$ cat config.mk
export PLATFORM = sky130hd
export DESIGN_NAME = flash_cfg_seq
export DESIGN_NICKNAME = d
export VERILOG_FILES = /design/src/rtl/flash_cfg_pkg.sv /design/src/rtl/flash_wr_strobe.sv /design/src/rtl/flash_unlock_fsm.sv /design/src/rtl/flash_cfg_decode.sv /design/src/rtl/flash_cfg_seq.sv
export SDC_FILE = /design/constraint.sdc
export NUM_CORES = 1
export LEC_CHECK = 0
export ABC_CLOCK_PERIOD_IN_PS = 3410
export BUFFER_PORTS_ARGS = -buffer_cell sky130_fd_sc_hd__buf_2
export CORE_MARGIN = 2
export CORE_UTILIZATION = 44
export CTS_CLUSTER_DIAMETER = 100
export DETAILED_ROUTE_END_ITERATION = 6
export PLACE_DENSITY = 0.8
export SLEW_MARGIN = 10
export SYNTH_ARGS = -nofsm -noshare
export SYNTH_HDL_FRONTEND = slang
export SYNTH_SLANG_ARGS = --single-unit
$ cat constraint.sdc
create_clock -name clk -period 3.41 [get_ports clk]
set_clock_uncertainty 0.05 [all_clocks]
set_input_delay 0.682 -clock clk [delete_from_list [all_inputs] [get_ports clk]]
set_output_delay 0.682 -clock clk [all_outputs]
set_load 0.05 [all_outputs]
$ cat src/rtl/flash_cfg_pkg.sv
package flash_cfg_pkg;
  typedef enum logic [1:0] {
    SEQ_IDLE  = 2'd0,
    SEQ_KEY1  = 2'd1,
    SEQ_KEY2  = 2'd2,
    SEQ_ARMED = 2'd3
  } seq_state_t;

  localparam int unsigned KEY_ADDR_A = 32'h555;
  localparam int unsigned KEY_ADDR_B = 32'h2AA;
  localparam logic [7:0]  KEY_DATA_1 = 8'hAA;
  localparam logic [7:0]  KEY_DATA_2 = 8'h55;
  localparam logic [7:0]  KEY_DATA_3 = 8'hD0;
  localparam logic [15:0] CFG_RESET  = 16'h9C87;
endpackage

$ cat src/rtl/flash_wr_strobe.sv
module flash_wr_strobe (
  input  logic clk,
  input  logic rst_n,
  input  logic ce_n,
  input  logic we_n,
  output logic wr_pulse
);
  logic active, active_q;

  assign active = ~ce_n & ~we_n;

  always_ff @(posedge clk or negedge rst_n) begin
    if (!rst_n) active_q <= 1'b0;
    else        active_q <= active;
  end

  assign wr_pulse = active & ~active_q;

  // A held strobe yields a single write event
  assert_single_pulse_R9: assert property (@(posedge clk) disable iff (!rst_n)
    wr_pulse |=> !wr_pulse);
endmodule

$ cat src/rtl/flash_unlock_fsm.sv
module flash_unlock_fsm
  import flash_cfg_pkg::*;
#(
  parameter int unsigned ADDR_W = 19,
  parameter int unsigned DATA_W = 16
) (
  input  logic              clk,
  input  logic              rst_n,
  input  logic              wr_pulse,
  input  logic [ADDR_W-1:0] addr,
  input  logic [DATA_W-1:0] data,
  input  logic              busy,
  output logic              load_en,
  output seq_state_t        state
);
  localparam logic [ADDR_W-1:0] ADDR_A = ADDR_W'(KEY_ADDR_A);
  localparam logic [ADDR_W-1:0] ADDR_B = ADDR_W'(KEY_ADDR_B);

  seq_state_t nxt;
  logic [7:0] lo;

  assign lo = data[7:0];

  always_comb begin
    nxt = state;
    if (wr_pulse) begin
      unique case (state)
        SEQ_IDLE:  nxt = (addr == ADDR_A && lo == KEY_DATA_1) ? SEQ_KEY1 : SEQ_IDLE;
        SEQ_KEY1:  nxt = (addr == ADDR_B && lo == KEY_DATA_2) ? SEQ_KEY2 : SEQ_IDLE;
        SEQ_KEY2:  nxt = (addr == ADDR_A && lo == KEY_DATA_3) ? SEQ_ARMED : SEQ_IDLE;
        SEQ_ARMED: nxt = SEQ_IDLE;
        default:   nxt = SEQ_IDLE;
      endcase
    end
  end

  always_ff @(posedge clk or negedge rst_n) begin
    if (!rst_n) state <= SEQ_IDLE;
    else        state <= nxt;
  end

  assign load_en = wr_pulse && (state == SEQ_ARMED) && !busy;

  // The armed step is consumed by any write, loaded or not
  assert_idle_after_fourth_R10: assert property (@(posedge clk) disable iff (!rst_n)
    (wr_pulse && state == SEQ_ARMED) |=> state == SEQ_IDLE);
  // A write off the expected address aborts the sequence
  assert_mismatch_abort_R3: assert property (@(posedge clk) disable iff (!rst_n)
    (wr_pulse && state == SEQ_KEY1 && addr != ADDR_B) |=> state == SEQ_IDLE);
endmodule

$ cat src/rtl/flash_cfg_decode.sv
module flash_cfg_decode (
  input  logic [15:0] cfg,
  output logic        async_read,
  output logic [4:0]  access_cycles,
  output logic        linear_burst,
  output logic        rising_launch,
  output logic [6:0]  burst_bytes,
  output logic        burst_continuous
);
  assign async_read    = cfg[15];
  assign access_cycles = {1'b0, cfg[13:10]} + 5'd2;
  assign linear_burst  = cfg[7];
  assign rising_launch = cfg[6];

  always_comb begin
    burst_bytes      = 7'd0;
    burst_continuous = 1'b0;
    unique case (cfg[2:0])
      3'b001:  burst_bytes = 7'd8;
      3'b010:  burst_bytes = 7'd16;
      3'b011:  burst_bytes = 7'd32;
      3'b100:  burst_bytes = 7'd64;
      3'b111:  burst_continuous = 1'b1;
      default: burst_bytes = 7'd0;
    endcase
  end

  always_comb begin
    assert_len_exclusive_R8: assert (!(burst_continuous && burst_bytes != 7'd0));
    assert_len_onehot_R8: assert ($onehot0(burst_bytes));
  end
endmodule

$ cat src/rtl/flash_cfg_seq.sv
module flash_cfg_seq
  import flash_cfg_pkg::*;
#(
  parameter int unsigned ADDR_W = 19,
  parameter int unsigned DATA_W = 16
) (
  input  logic              clk,
  input  logic              rst_n,
  input  logic              ce_n,
  input  logic              we_n,
  input  logic [ADDR_W-1:0] waddr,
  input  logic [DATA_W-1:0] wdata,
  input  logic              busy,
  output logic [15:0]       cfg_value,
  output logic              async_read,
  output logic [4:0]        access_cycles,
  output logic              linear_burst,
  output logic              rising_launch,
  output logic [6:0]        burst_bytes,
  output logic              burst_continuous
);
  logic       wr_pulse, load_en;
  seq_state_t state;
  logic [15:0] cfg_q;

  flash_wr_strobe u_strobe (
    .clk(clk), .rst_n(rst_n), .ce_n(ce_n), .we_n(we_n), .wr_pulse(wr_pulse)
  );

  flash_unlock_fsm #(.ADDR_W(ADDR_W), .DATA_W(DATA_W)) u_fsm (
    .clk(clk), .rst_n(rst_n), .wr_pulse(wr_pulse), .addr(waddr), .data(wdata),
    .busy(busy), .load_en(load_en), .state(state)
  );

  always_ff @(posedge clk or negedge rst_n) begin
    if (!rst_n)       cfg_q <= CFG_RESET;
    else if (load_en) cfg_q <= wdata[15:0];
  end

  assign cfg_value = cfg_q;

  flash_cfg_decode u_dec (
    .cfg(cfg_q), .async_read(async_read), .access_cycles(access_cycles),
    .linear_burst(linear_burst), .rising_launch(rising_launch),
    .burst_bytes(burst_bytes), .burst_continuous(burst_continuous)
  );

  // Register changes only on a fourth write after a full unlock
  assert_load_needs_unlock_R2: assert property (@(posedge clk) disable iff (!rst_n)
    !$stable(cfg_q) |-> $past(state == SEQ_ARMED && wr_pulse));
  // Busy during the fourth write keeps the old value
  assert_busy_blocks_R4: assert property (@(posedge clk) disable iff (!rst_n)
    (busy && wr_pulse && state == SEQ_ARMED) |=> $stable(cfg_q));
endmodule

; ---- Word level (Yosys, flattened, before mapping)
; Index checks and enable logic that the tools add are counted.
[totals]
output_inout_bits = 32
elab_cells = 35
regBits = 19
memories = 0
mem_bits_ro = 0
ramBits = 0
latchBits = 0
in_bits = 40
[op_classes]
n_mul = 0
eq_ne = 13
shift = 0
n_reduce_logical = 7
n_addsub = 1
n_lt_le_gt_ge = 0
n_mux = 6
bitwise = 5
div_mod_pow = 0
[op_table]
columns = op, count
row1 = case mux 7 bit (4 select lines), 1
row2 = equality test 19 x 10 -> 1 bit (second input constant), 1
row3 = equality test 19 x 11 -> 1 bit (second input constant), 1
row4 = equality test 8 bit (second input constant), 2
row5 = equality test 8 x 7 -> 1 bit (second input constant), 1
row6 = case mux 2 bit (4 select lines), 1
row7 = equality test 3 x 2 -> 1 bit (second input constant), 2
row8 = equality test 3 bit (second input constant), 2
row9 = adder 4 x 2 -> 5 bit (second input constant), 1
row10 = logical AND 1 bit, 5
row11 = equality test 2 bit (second input constant), 2
row12 = 2-to-1 mux 2 bit, 2
row13 = equality test 3 x 1 -> 1 bit (second input constant), 1
row14 = inverter 1 bit, 3
row15 = AND 1 bit, 2
row16 = equality test 2 x 1 -> 1 bit (second input constant), 1
row17 = zero test 2 bit, 1
row18 = 2-to-1 mux 1 bit, 2
row19 = zero test 1 bit, 1

; ---- Logic depth before layout (Yosys ltp)
[depth]
ltp_word = 5
depth_mapped = 5
mapped_depth_nobuf = 4

; ---- Modules after synthesis
; Synthesis repeated with hierarchy kept, for this count alone.
[unflattened]
cells_unflattened = 84
hier_area_um2 = 1091.0
[modules_own_cells]
columns = mod, seq_area_each_um2, area_each_um2, cells_per_inst, n_inst
row1 = flash_cfg_seq, 410.4, 659.4, 34, 1
row2 = flash_unlock_fsm, 50.0, 265.3, 30, 1
row3 = flash_cfg_decode, 0.0, 127.6, 17, 1
row4 = flash_wr_strobe, 25.0, 38.8, 3, 1

; ---- Worst setup path before layout
; No wires, ideal clock.
[synth_timing]
path_type = flip-flop to output port
from = register cfg_q[2], in the netlist cfg_value[2]
to = output burst_bytes[6]
setup_slack_ns = 0.767
path_stages_with_launch = 2
arrival_time_ns = 1.911
path_buffers = 0
required_ns = 2.678
path_cell_list = dfstp_2 nor3b_1
[synth_via]
elab_chain_cells = 2
elab_cells_between_ends = 5
classes_between = eq/ne (4) / mux (1)
[synth_lines]
columns = element, line_no
row1 = "start, declared", flash_cfg_seq.sv:24  ; logic [15:0] cfg_q;
row2 = "start signal, assigned", flash_cfg_seq.sv:37  ; else if (load_en) cfg_q <= wdata[15:0];
row3 = equality test 3 bit (tied with other cells), flash_cfg_decode.sv:18  ; unique case (cfg[2:0])
row4 = case mux 7 bit (4 select lines) (*), flash_cfg_decode.sv:18
row5 = "end, declared", flash_cfg_seq.sv:19  ; output logic [6:0] burst_bytes,
; Mark *: on every way between the ends. The rest lies on a longest branch, timed or not.

; ---- Worst setup path in the final report
[layout_timing]
from = register cfg_q[11], in the netlist cfg_value[11]
to = output access_cycles[3]
[layout_via]
elab_chain_cells = 1
[layout_lines]
columns = element, line_no
row1 = adder 4 x 2 -> 5 bit, flash_cfg_decode.sv:11  ; assign access_cycles = {1'b0, cfg[13:10]} + 5'd2;
row2 = "end, declared", flash_cfg_seq.sv:16  ; output logic [4:0] access_cycles,
; Every way passes these cells.

==> reports/summary.txt <==
status: finished, final reports clean
Pleak: 0.796 nW
Critical Path AT: 1.43 ns
critical path's slowest cell: dfstp_2
sw frac: 0.238
WHS: 0.256 ns
minimum clock period: 2.16 ns
Clk pwr share: 0.294
Syn Area/Cell: 13.1 um2
FMAX: 0.462 GHz
Seq pwr share: 0.590
antenna-violating nets left: 0
CTS Root Cell: clkbuf_4
share of cells above drive strength 1: 0.664
CP peak stage delay: 0.57 ns
DRT Pass-1 Iters: 3
Reg2Reg Setup Slack: 1.52 ns
clock slew seen by the registers of the worst setup and hold paths: 0.11 ns
post-route setup slack: 1.25 ns
Final HPWL DP: 1760 um
Final nets: 188
Util after Layout: 0.615
Hold Vio Cnt, Final: 0
hold buffer count at CTS: 0
worst r2r src: u_strobe.active_q$_DFF_PN0_
cell accounting for the most synthesized area: dfrtp_1
Power Total: 384 uW
RSZ-0062 raised after global routing: false
drt wl/cell: 12.8 um
Seq cells post-synth: 19
Worst-Skew Late Latency: 0.29 ns
final setup TNS: 0 ns
CTS sink count: 19
sequential fraction of the synthesis area: 0.457
io pins: 72
Placer Congestion: 0.685
period utilisation layout: 0.635
chip height: 53.1 um
library cells used by synthesis: 30
DR iter-0 viols: 7
initial antenna violation count: 0
clk buf depth: 2
CP max FO: 5
setup bufs post-CTS: 0
Net Sw Power: 91.3 uW
first-pass GRT wire length: 3370 um
CP endpoint: access_cycles[3]
DIE WIDTH: 53.1 um
peak supply drop: 0.138 mV
YS warnings: 0
Slew Limit Fails: 0
number of global-route vias before repair: 791
final setup fails: 0
Worst Path Required: 2.68 ns
combinational share of power: 0.116
largest net degree at the start of global routing: 20
worst r2r dst: cfg_value[13]$_DFFE_PN0P_
type of origin of the critical path: flip-flop
H-tree Lvls: 1
max-cap violation count: 0
Async SR Flop Fraction: 1.00
final WL: 2230 um
Initial Utilization: 0.471
Via density: 4.99
cell chain of the critical path: ha_1 -> xor2_1 -> buf_2
Synth top area share: 0.259
fillcell total: 193
TritonCTS Buffers: 3
Place WS: 1.04 ns
cells after synthesis: 81
PwrDens: 277 mW/mm2
Critical path origin: cfg_value[11]$_DFFE_PN1P_
Overall Global Routing Usage: 0.166
routed vias: 869
IO buf count: 68
top post-synthesis cells by area: dfrtp_1, dfstp_2, mux2_4
num rows: 17
Worst setup EP type: output pin
Post-synth EDFFs: 0
n_diodes: 0
Mapped Area: 0.00106 mm2
r2r worst-path depth: 3
Area Overhead vs Synth: 30.6%
drc violations: 0
crit path kind: flip-flop to output pin
core area: 0.00225 mm2
Int Power: 292 uW
CTS tree: done
Synth Flop Type: dfrtp_1
area of the die: 0.00282 mm2
Hold Path Class: input pin to asynchronous set/reset pin
post-CTS sizing: 0
GRT overflow: 0
-- flip-flops by register name, indices dropped and copies added (netlist names) --
signal / cells
cfg_value: 16
u_fsm.state: 2
u_strobe.active_q: 1
-- power by group through the flow --
stage	registers [mW]	logic (mW)	clock network (mW)
floorplan	0.230	0.0167	0
detailed placement	0.230	0.0450	0
finish	0.226	0.0446	0.113
CTS	0.227	0.0451	0.117
global placement	0.230	0.0439	0
global route	0.227	0.0497	0.127
-- synthesized netlist by cell type (all sizes together) (2+ instances only) --
master and n:
nand4 2, nor2 3, nor4 2, nor3b 3, mux2 16, inv 2
a31oi 2, nand4b 3, nor4bb 2, dfstp 8, buf 9, dfrtp 11
and3 2, nor4b 3
-- layout make-up --
type | instances | area (um2) | share of cell area
Sequential cell | 19 | 485 | 0.350
Clock buffer | 4 | 26.3 | 0.0189
Timing Repair Buffer | 68 | 340 | 0.245
Multi-Input combinational cell | 53 | 493 | 0.355
Inverter | 2 | 7.51 | 0.00541
Tap cell | 28 | 35.0 | 0.0252
-- critical path, delay by kind of cell, from the launching register on --
family	cells	cell delay, ns
XOR/XNOR	1	0.13
adder cells (fa/ha/maj)	1	0.16
buffers and inverters	1	0.28
flip-flops	1	0.57
-- metal layers --
layer,wire length (um),track usage,up-vias
li1,-,-,427
met1,948,0.210,392
met2,1040,0.269,48
met3,222,0.0339,2
met4,17,0.0769,0
met5,0,0,-
-- cells by family (layout without fill, tap and decap cells) --
group	Yosys count	after routing	share of synthesized area
and+or+nand+nor	28	28	0.204
DFF	19	19	0.457
muxes	16	16	0.205
buffers and inverters	11	74	0.0860
AOI/OAI and AO/OA	4	4	0.0247
adders and majority gates	1	1	0.0118
other	1	3	0.00353
xor gates and xnor gates	1	1	0.00825
-- worst min-delay path by stage --
stage / start / to / cells past startpoint
2_1_floorplan: rst_n / cfg_value[13]$_DFFE_PN0P_ / 0
3_3_place_gp: cfg_value[3]$_DFFE_PN0P_ / cfg_value[3]$_DFFE_PN0P_ / 1
6_report: rst_n / cfg_value[14]$_DFFE_PN0P_ / 1
3_5_place_dp: cfg_value[8]$_DFFE_PN0P_ / cfg_value[8]$_DFFE_PN0P_ / 1
5_1_grt: rst_n / cfg_value[14]$_DFFE_PN0P_ / 1
4_1_cts: rst_n / cfg_value[14]$_DFFE_PN0P_ / 1
-- layout by cell type (no fill, tap or decap), drive strengths merged, types with 2 or more instances in the layout --
| master | synthesis | layout |
|---|---|---|
| a31oi | 2 | 2 |
| and3 | 2 | 2 |
| buf | 9 | 68 |
| clkbuf | 0 | 4 |
| conb | 1 | 3 |
| dfrtp | 11 | 11 |
| dfstp | 8 | 8 |
| inv | 2 | 2 |
| mux2 | 16 | 16 |
| nand4 | 2 | 2 |
| nand4b | 3 | 3 |
| nor2 | 3 | 3 |
| nor3b | 3 | 3 |
| nor4 | 2 | 2 |
| nor4b | 3 | 3 |
| nor4bb | 2 | 2 |
-- metrics by stage --
step / instances / area (um2)
finish: 174 / 1390
global placement: 170 / 1360
floorplan: 83 / 1070
detailed placement: 170 / 1360
global route: 174 / 1390
CTS: 174 / 1390
Note: power is estimated with default switching activity, not from simulation.
